===== config.mk =====
export PLATFORM = sky130hd
export DESIGN_NAME = spim_core
export DESIGN_NICKNAME = d
export VERILOG_FILES = /design/src/rtl/spim_pkg.sv /design/src/rtl/spim_fifo.sv /design/src/rtl/spim_shift.sv /design/src/rtl/spim_core.sv
export SDC_FILE = /design/constraint.sdc
export NUM_CORES = 1
export LEC_CHECK = 0
export BUFFER_PORTS_ARGS = -buffer_cell sky130_fd_sc_hd__clkbuf_2
export CAP_MARGIN = 0
export CORE_AREA = 2 2 119 121
export DETAILED_ROUTE_END_ITERATION = 7
export DIE_AREA = 0 0 121 123
export MAX_ROUTING_LAYER = met4
export PLACE_DENSITY = 0.67
export SYNTH_ARGS = -nofsm -noshare
export SYNTH_HDL_FRONTEND = slang
export SYNTH_SLANG_ARGS = --single-unit

===== constraint.sdc =====
create_clock -name clk -period 5.7 [get_ports clk]
set_input_delay 1.14 -clock clk [delete_from_list [all_inputs] [get_ports clk]]
set_output_delay 1.14 -clock clk [all_outputs]
set_load 0.02 [all_outputs]

===== src/rtl/spim_pkg.sv =====
package spim_pkg;
  localparam int unsigned MAX_HALF_LOG = 11;

  localparam logic [2:0] OFS_CTL  = 3'd0;
  localparam logic [2:0] OFS_STAT = 3'd1;
  localparam logic [2:0] OFS_DATA = 3'd2;
  localparam logic [2:0] OFS_EXT  = 3'd3;
  localparam logic [2:0] OFS_SEL  = 3'd4;

  // prescaler code -> log2 of half SCK period in system clocks
  function automatic logic [3:0] half_log(input logic [3:0] code);
    case (code)
      4'd2:    half_log = 4'd3;
      4'd3:    half_log = 4'd4;
      4'd4:    half_log = 4'd2;
      4'd12, 4'd13, 4'd14, 4'd15: half_log = 4'd11;
      default: half_log = code;
    endcase
  endfunction
endpackage


===== src/rtl/spim_fifo.sv =====
module spim_fifo #(
  parameter int unsigned W     = 8,
  parameter int unsigned DEPTH = 4
) (
  input  logic         clk,
  input  logic         rst_n,
  input  logic         flush,
  input  logic         push,
  input  logic [W-1:0] din,
  input  logic         pop,
  output logic [W-1:0] dout,
  output logic         full,
  output logic         empty
);
  localparam int unsigned AW = (DEPTH > 1) ? $clog2(DEPTH) : 1;

  logic [W-1:0] mem [DEPTH];
  logic [AW:0]  wptr, rptr;

  assign empty = (wptr == rptr);
  assign full  = (wptr[AW] != rptr[AW]) && (wptr[AW-1:0] == rptr[AW-1:0]);
  assign dout  = mem[rptr[AW-1:0]];

  always_ff @(posedge clk or negedge rst_n) begin
    if (!rst_n) begin
      wptr <= '0;
      rptr <= '0;
    end else if (flush) begin
      wptr <= '0;
      rptr <= '0;
    end else begin
      if (push && !full) wptr <= wptr + 1'b1;
      if (pop && !empty) rptr <= rptr + 1'b1;
    end
  end

  always_ff @(posedge clk) begin
    if (push && !full && !flush) mem[wptr[AW-1:0]] <= din;
  end
endmodule


===== src/rtl/spim_shift.sv =====
module spim_shift
  import spim_pkg::*;
(
  input  logic       clk,
  input  logic       rst_n,
  input  logic       en,
  input  logic       cpol,
  input  logic       cpha,
  input  logic [3:0] hlog,
  input  logic       tx_avail,
  input  logic [7:0] tx_byte,
  input  logic       miso,
  output logic       pop,
  output logic       done,
  output logic [7:0] rx_byte,
  output logic       busy,
  output logic       sck,
  output logic       mosi
);
  localparam int unsigned CW = MAX_HALF_LOG + 1;

  logic [CW-1:0] cnt;
  logic [CW-1:0] half_m1;
  logic [3:0]    edge_n;
  logic [7:0]    tx_sr, rx_sr;
  logic          tick, leading;

  assign half_m1 = (CW'(1) << hlog) - CW'(1);
  assign tick    = (cnt == half_m1);
  assign leading = ~edge_n[0];
  assign pop     = en && !busy && tx_avail;
  assign done    = en && busy && tick && (edge_n == 4'd15);
  assign rx_byte = cpha ? {rx_sr[6:0], miso} : rx_sr;
  assign mosi    = tx_sr[7];

  always_ff @(posedge clk or negedge rst_n) begin
    if (!rst_n) begin
      busy   <= 1'b0;
      cnt    <= '0;
      edge_n <= '0;
      sck    <= 1'b0;
      tx_sr  <= '0;
      rx_sr  <= '0;
    end else if (!en) begin
      busy <= 1'b0;
      cnt  <= '0;
      sck  <= cpol;
    end else if (!busy) begin
      sck <= cpol;
      if (tx_avail) begin
        busy   <= 1'b1;
        tx_sr  <= tx_byte;
        cnt    <= '0;
        edge_n <= '0;
      end
    end else if (tick) begin
      cnt    <= '0;
      sck    <= ~sck;
      edge_n <= edge_n + 4'd1;
      if (!cpha) begin
        if (leading) rx_sr <= {rx_sr[6:0], miso};
        else         tx_sr <= {tx_sr[6:0], 1'b0};
      end else begin
        if (leading) begin
          if (edge_n != 4'd0) tx_sr <= {tx_sr[6:0], 1'b0};
        end else begin
          rx_sr <= {rx_sr[6:0], miso};
        end
      end
      if (edge_n == 4'd15) busy <= 1'b0;
    end else begin
      cnt <= cnt + CW'(1);
    end
  end
endmodule


===== src/rtl/spim_core.sv =====
module spim_core
  import spim_pkg::*;
#(
  parameter int unsigned NSS   = 8,
  parameter int unsigned QUEUE = 4
) (
  input  logic           clk,
  input  logic           rst_n,
  input  logic           reg_sel,
  input  logic           reg_wr,
  input  logic [2:0]     reg_addr,
  input  logic [7:0]     reg_wdata,
  output logic [7:0]     reg_rdata,
  output logic           irq,
  output logic           sck,
  output logic           mosi,
  input  logic           miso,
  output logic [NSS-1:0] ss_n
);
  logic [7:0]     ctl, ext;
  logic [NSS-1:0] sel_reg;
  logic           spif, wcol;
  logic [1:0]     xfer_cnt;

  logic we, re, data_we, ss_we, en, cpol, cpha;
  logic tx_push, tx_full, tx_empty, rx_pop, rx_full, rx_empty;
  logic [7:0] tx_dout, rx_dout, eng_rx;
  logic eng_pop, eng_done, eng_busy, cnt_hit;
  logic [3:0] hlog;

  assign we      = reg_sel && reg_wr;
  assign re      = reg_sel && !reg_wr;
  assign data_we = we && (reg_addr == OFS_DATA);
  assign ss_we   = we && (reg_addr == OFS_SEL);
  assign en      = ctl[6];
  assign cpol    = ctl[3];
  assign cpha    = ctl[2];
  assign hlog    = half_log({ext[1:0], ctl[1:0]});
  assign tx_push = data_we && en && !tx_full;
  assign rx_pop  = re && (reg_addr == OFS_DATA) && !rx_empty;
  assign cnt_hit = eng_done && (xfer_cnt == ext[7:6]);

  spim_fifo #(.W(8), .DEPTH(QUEUE)) tx_q (
    .clk(clk), .rst_n(rst_n), .flush(!en), .push(tx_push), .din(reg_wdata),
    .pop(eng_pop), .dout(tx_dout), .full(tx_full), .empty(tx_empty));

  spim_fifo #(.W(8), .DEPTH(QUEUE)) rx_q (
    .clk(clk), .rst_n(rst_n), .flush(!en), .push(eng_done), .din(eng_rx),
    .pop(rx_pop), .dout(rx_dout), .full(rx_full), .empty(rx_empty));

  spim_shift eng (
    .clk(clk), .rst_n(rst_n), .en(en), .cpol(cpol), .cpha(cpha), .hlog(hlog),
    .tx_avail(!tx_empty), .tx_byte(tx_dout), .miso(miso), .pop(eng_pop),
    .done(eng_done), .rx_byte(eng_rx), .busy(eng_busy), .sck(sck), .mosi(mosi));

  always_ff @(posedge clk or negedge rst_n) begin
    if (!rst_n) begin
      ctl      <= '0;
      ext      <= '0;
      sel_reg  <= '0;
      spif     <= 1'b0;
      wcol     <= 1'b0;
      xfer_cnt <= '0;
    end else begin
      if (we && reg_addr == OFS_CTL) ctl <= reg_wdata & 8'hDF;
      if (we && reg_addr == OFS_EXT) ext <= reg_wdata & 8'hC3;
      if (ss_we) sel_reg <= reg_wdata[NSS-1:0];

      if (!en)           xfer_cnt <= '0;
      else if (cnt_hit)  xfer_cnt <= '0;
      else if (eng_done) xfer_cnt <= xfer_cnt + 2'd1;

      if (cnt_hit) spif <= 1'b1;
      else if (we && reg_addr == OFS_STAT && reg_wdata[7]) spif <= 1'b0;

      if (data_we && en && tx_full) wcol <= 1'b1;
      else if (we && reg_addr == OFS_STAT && reg_wdata[6]) wcol <= 1'b0;
    end
  end

  always_comb begin
    case (reg_addr)
      OFS_CTL:  reg_rdata = ctl;
      OFS_STAT: reg_rdata = {spif, wcol, 2'b00, tx_full, tx_empty, rx_full, rx_empty};
      OFS_DATA: reg_rdata = rx_empty ? 8'h00 : rx_dout;
      OFS_EXT:  reg_rdata = ext;
      OFS_SEL:  reg_rdata = 8'(sel_reg);
      default:  reg_rdata = 8'h00;
    endcase
  end

  assign irq  = spif && ctl[7];
  assign ss_n = ~sel_reg;
endmodule


==> results of run 1 <==
## synthesized netlist by cell type, drive strengths merged (4+ instances only)
cell type	count
edfxtp	64
nand3	16
or3	11
nor4b	5
inv	20
and3	6
a31oi	6
nor2	26
xnor2	17
ha	16
mux2i	11
nor2b	7
mux2	34
and2	18
o21ai	16
xor2	11
nor3	10
nand4	6
mux4	17
dfrtp	69
o211ai	4
nand2	48
buf	12
o221a	7
clkbuf	17
a21oi	10
## path summary, 6_finish.rpt
kind,from,end,slack [ns],cells after the start
setup / recovery,ctl[1],rx_q.mem[3][2],1.74,10
hold / removal,spif,spif,0.50,2
setup reg to reg,ctl[1],rx_q.mem[3][2],1.74,10
hold reg to reg,spif,spif,0.50,2
max in group asynchronous,rst_n,eng.tx_sr[7],4.11,2
min in group asynchronous,rst_n,eng.cnt[3],0.54,1
## routing by layer
layer / vias up / part of all wire, % / track usage, %
met5: - / 0 / -
met4: 0 / 0.93 / 5.09
met3: 12 / 4.1 / 5.30
met2: 89 / 51 / 34.4
met1: 2213 / 44 / 26.3
li1: 2000 / - / -
## per-stage QoR
stage / utilization, % / power, mW / worst slack [ns] / std cells / hold slack [ns]
6_report: 55.8 / 2.77 / 1.74 / 747 / 0.501
5_1_grt: 55.8 / 2.88 / 1.42 / 747 / 0.531
4_1_cts: 55.8 / 2.79 / 1.74 / 747 / 0.507
3_5_place_dp: 51.0 / 1.58 / 1.76 / 715 / 0.475
3_3_place_gp: 51.0 / 1.57 / 1.93 / 715 / 0.462
2_1_floorplan: - / 1.47 / 2.09 / 528 / 0.441
## cell usage in the layout (no fill, tap or decap), types with 3 or more instances in the layout
cell type and instances:
a211oi_1 3, a21oi_1 10, a31oi_1 6, and2_1 18, and3_1 6, bufinv_16 5, clkbuf_16 17, clkbuf_2 33
clkinvlp_4 3, dfrtp_1 69, edfxtp_1 64, ha_1 16, inv_1 20, mux2_2 26, mux2_4 8, mux2i_1 11
mux4_2 17, nand2_1 47, nand3_1 16, nand3b_1 3, nand4_1 6, nor2_1 24, nor2b_1 7, nor3_1 9
nor4_1 3, nor4b_1 4, o211a_1 3, o211ai_1 4, o21ai_0 16, o221a_2 7, o311ai_0 3, or3_1 9
xnor2_1 17, xor2_1 11
## power by group through the flow
stage | Sequential (mW) | Clock (mW) | Combinational [mW]
after floorplan | 1.13 | 0 | 0.340
after global placement | 1.18 | 0 | 0.389
after detailed placement | 1.19 | 0 | 0.399
after CTS | 1.17 | 1.23 | 0.401
after global routing | 1.18 | 1.26 | 0.440
final | 1.17 | 1.21 | 0.398
## tightest hold or removal path, cell delays in order, from the launching register on
cell	delay, ns
dfrtp_1	0.36
nand2_1	0.05
o31ai_1	0.05
## logic make-up (layout without fill, tap and decap cells)
| kind of cell | Yosys count | after routing |
|---|---|---|
| compound gates | 72 | 72 |
| xor+xnor | 28 | 28 |
| simple gates | 167 | 167 |
| flops | 133 | 133 |
| fa+ha+maj | 17 | 17 |
| mux | 62 | 62 |
| buf+inv | 49 | 88 |
## layout make-up
cell class,count,area (µm²),share of cell area (%)
clock buffers,21,460,6.06
clock inverters,11,199,2.62
inverters,20,75.1,0.988
multi-input cells,346,2800,36.9
flip-flops and latches,133,3650,48.0
well taps,180,225,2.96
repair buffers,36,185,2.44
==> results.yml, run 1 <==
sta:
  clock_skew_ns: 0.00518
  period_minus_slack_ns: 3.96
  rsz0062_at_grt: "no"
  fmax_ghz: 0.253
  max_slew.worst_pin.slew_ns: 0.842
  setup_viol: 0
  finalCritPeriodShare_pct: 69.5
  finalSetupTns_ns: 0
  drv_slew: 0
  hold_viol: 0
  max-slew-margin-rel_pct: 43.9
floorplan:
  ios: 35
  core_um2: 13600
  die_y_um: 123
  dieArea_um2: 14900
  dieWidth_um: 121
  rows: 43
  start_util_pct: 49.0
yosys:
  synth_simple_gate_area_share_pct: 13.4
  netlist_instances: 528
  synthXorXnorAreaFrac_pct: 3.67
  synth.avg_cell_area_um2: 12.6
  synth_fp_nets: 560
  synth_cell_types: 64
  synth_compound_area_share_pct: 8.21
  synth_top_area_share_pct: 28.8
  synth-async-reset-ratio_pct: 51.9
  synth_area_leader_cell: "edfxtp_1"
  synth_area_leaders: "edfxtp_1 29%, dfrtp_1 26%, mux4_2 5.7%"
  synthAdderAreaFrac_pct: 3.17
  yosysWarnings: 0
  synth_edf_count: 64
  ys.flop_type: "dfrtp_1"
  yosysSeqAreaShare_pct: 54.7
  synth_top_family_by_area: "multiplexers"
  syn-cell-area_um2: 6680
  ys_seq_elements: 133
  synthMuxAreaShare_pct: 13.6
layout:
  layout-drive-gt1-share_pct: 23.8
  fin_area_um2: 7600
  area.growth.synth_to_final_pct: 13.8
  insertedDiodeCount: 0
  layout.nets: 586
  fillerInstances: 1141
power:
  p_clk_share_pct: 43.5
  p_comb_share_pct: 14.3
  powerDensity_nw_per_um2: 365
  switching_share_pct: 25.9
  p_seq_share_pct: 42.2
  intPower_mw: 2.05
  vdd_drop_max_mv: 0.294
  p_switching_mw: 0.719
  power_leakage_nw: 3.02
clock_network:
  cts_tree: "built"
  clockBufferDepth: 2
  post_cts_buffers: 0
  cts_resized: 0
  postCtsHoldBufs: 0
  cts_root_buffer: "clkbuf_16"
  cts_sinks: 133
  numCtsBuffers: 17
  clkSlewWorstSetupHoldPaths_ns: 0.06
  htree_levels: 4
  clock_latency_ns: 0.41
worst_setup_path:
  crit_path_cell_trace: "nor3_1, nand2_1, ha_1, nor4b_1, o2bb2ai_1, or3_4, a221oi_4, nand3_1, nor3_1, and2_1"
  worstSetupPathType: "flip-flop to flip-flop"
  cp-start-kind: "flip-flop"
  cp-end-kind: "flip-flop"
  slowest_delay_ns: 0.75
  worst_path_most_repeated_cell: "nor3_1"
  cp_max_fo: 18
  path_buf_inv: 0
  crit_required_ns: 5.76
  critical-path-top-delay-family: "simple AND/OR/NAND/NOR gates"
  cp_slowest_cell: "dfrtp_1"
  cp.arrival_ns: 4.02
routing:
  wire_per_inst_um: 18.6
  routed_via_density: 5.78
  vias: 4314
  ant_nets: 0
  postRouteWirelength_um: 13900
  drc: 0
  drt_iter0_markers: 299
  dr.pass1.iters: 5
run_status:
  status: "complete, no violations"
global_routing:
  antenna_found_initial: 0
  grt_max_degree: 65
  overflow: 0
  grtUsageTotal_pct: 20.9
  grt_pass1_wl_um: 22900
  grt_pass1_vias: 4361
worst_hold_path:
  hold_path.class: "flip-flop to flip-flop"
placed_design:
  place_area_um2: 6940
  place.gp.congestion: 0.840
  hpwl_um: 9740
  port_buffers: 34
run:
  max_cap_viol_count: 0
No activity file was read; power rests on OpenSTA's default activity.
==> run 2: changes to the inputs <==
PLACE_DENSITY = 0.7   (was 0.67)
clock period = 3.5 ns   (was 5.7 ns; I/O delays follow)
==> run 2 against run 1 <==
Against the previous run:
- design area rose by 1.4%
- cell count rose by 2.7%
- highest routed layer unchanged
- first-iteration DRC count rose by 4.7%
- wire length rose by 6.6%
==> results.yml, run 2 (synthesis gave the netlist of run 1 again) <==
global_routing:
  antenna_found_initial: 0
  grt_max_degree: 45
  grt_pass1_vias: 4549
  grtUsageTotal_pct: 22.3
  overflow: 0
  grt_pass1_wl_um: 24100
floorplan:
  rows: 43
  dieArea_um2: 14900
  ios: 35
  start_util_pct: 49.0
  dieWidth_um: 121
  core_um2: 13600
  die_y_um: 123
worst_setup_path:
  cp_max_fo: 14
  reg2reg_setup_slack_ns: 0.16
  cp_slowest_cell: "dfrtp_1"
  crit_end: "eng.rx_sr[4]"
  crit_path_cell_trace: "nor3_1, nand2_1, ha_2, nor4b_1, o2bb2ai_1, o21ai_0, a221oi_4, buf_4, nand2_4, or3_4, mux2_4"
  path_buf_inv: 1
  cp.depth: 11
  crit_required_ns: 3.80
  reg2reg_depth: 11
  cp.arrival_ns: 3.65
  slowest_delay_ns: 0.45
  cp-start-kind: "flip-flop"
  worstSetupPathType: "flip-flop to flip-flop"
  rr_endpoint: "eng.rx_sr[4]"
  r2r-start: "ctl[1]"
  cp-end-kind: "flip-flop"
  crit_path_start: "ctl[1]"
  critical-path-top-delay-family: "simple AND/OR/NAND/NOR gates"
routing:
  vias: 4434
  drc: 0
  dr.pass1.iters: 5
  postRouteWirelength_um: 14800
  routed_via_density: 5.78
  drt_iter0_markers: 313
  wire_per_inst_um: 19.3
  ant_nets: 0
layout:
  insertedDiodeCount: 0
  layout-drive-gt1-share_pct: 27.9
  layout.nets: 606
  area.growth.synth_to_final_pct: 15.4
  stdcell_count: 767
  multi_input_area_um2: 2830
  final_common_cell: "dfrtp_1"
  fillerInstances: 1086
  final_cell_mix: "69 x dfrtp_1, 64 x edfxtp_1, 47 x nand2_1"
  seqCellArea_um2: 3650
placed_design:
  place.gp.congestion: 0.842
  post-place-cells: 733
  port_buffers: 34
  detailedPlace.worstSlack_ns: -0.0296
  hpwl_um: 10300
sta:
  fmax_ghz: 0.299
  period_minus_slack_ns: 3.34
  finalCritPeriodShare_pct: 95.5
  finalSetupTns_ns: 0
  max_slew.worst_pin.slew_ns: 0.745
  finalWorstSetupSlack_ns: 0.157
  rsz0062_at_grt: "no"
  setup_viol: 0
  drv_slew: 0
  hold_viol: 0
  clock_skew_ns: 0.00610
  max-slew-margin-rel_pct: 50.1
power:
  power_mw: 4.38
  powerDensity_nw_per_um2: 569
  power_leakage_nw: 3.10
  vdd_drop_max_mv: 0.396
run_status:
  status: "complete, no violations"
clock_network:
  clkSlewWorstSetupHoldPaths_ns: 0.06
  clock_latency_ns: 0.42
  cts_tree: "built"
  cts_root_buffer: "clkbuf_16"
  htree_levels: 4
  cts_sinks: 133
  postCtsHoldBufs: 0
  clockBufferDepth: 2
  numCtsBuffers: 17
worst_hold_path:
  hold_path.class: "primary input to async pin"
run:
  max_cap_viol_count: 0
[run 2: changes by cell type in the layout (fill, tap and decap cells not counted), sizes merged]
cell,change
clkinvlp,+2
buf,+20
clkbuf,-2
clkinv,+5
inv,-2
bufinv,-3
[run 2: cell type report]
cell class	count	area share [%]
timing repair buffer	56	4.35
clock buffer	19	5.88
tap	180	2.92
sequential	133	47.4
clock inverter	13	1.72
multi-input combinational	346	36.8
inverter	20	0.975
[run 2: layer usage]
metal | share of wire, % | track usage, % | vias up
li1 | - | - | 2049
met1 | 42 | 27.3 | 2257
met2 | 51 | 36.7 | 112
met3 | 5.2 | 5.12 | 16
met4 | 1.3 | 7.85 | 0
met5 | 0 | - | -
[run 2: worst reg2reg max path, stage by stage, from the launching register on]
cell       delay, ns
dfrtp_1         0.45
nor3_1          0.32
nand2_1         0.12
ha_2            0.28
nor4b_1         0.34
o2bb2ai_1       0.18
o21ai_0         0.17
a221oi_4        0.33
buf_4           0.19
nand2_4         0.08
or3_4           0.44
mux2_4          0.33
[run 2: what timing repair did]
item,CTS,global route
buffers inserted,0,2
pin swaps,0,1
resized for setup,5,4
endpoints found under the setup margin,35,50
[run 2: worst min path at each step]
stage,startpoint,end,slack (ns),cells past startpoint
finish,rst_n,eng.tx_sr[6],0.27,2
global route,rst_n,eng.tx_sr[6],0.30,2
CTS,rst_n,eng.tx_sr[6],0.28,2
detailed placement,wcol,wcol,0.47,2
global placement,wcol,wcol,0.48,2
floorplan,rst_n,ctl[0],0.40,0
[run 2: stage by stage]
| step | hold slack, ns | util, % | instance area, µm² |
|---|---|---|---|
| 6_report | 0.272 | 56.6 | 7700 |
| 5_1_grt | 0.304 | 56.6 | 7700 |
| 4_1_cts | 0.275 | 56.3 | 7670 |
| 3_5_place_dp | 0.473 | 52.0 | 7070 |
| 3_3_place_gp | 0.479 | 52.0 | 7070 |
| 2_1_floorplan | 0.404 | - | 6680 |
[run 2: power by group]
part           switching (mW)  internal [mW]
combinational           0.413          0.336
clock                   0.675           1.08
sequential              0.129           1.75
total                    1.22           3.16
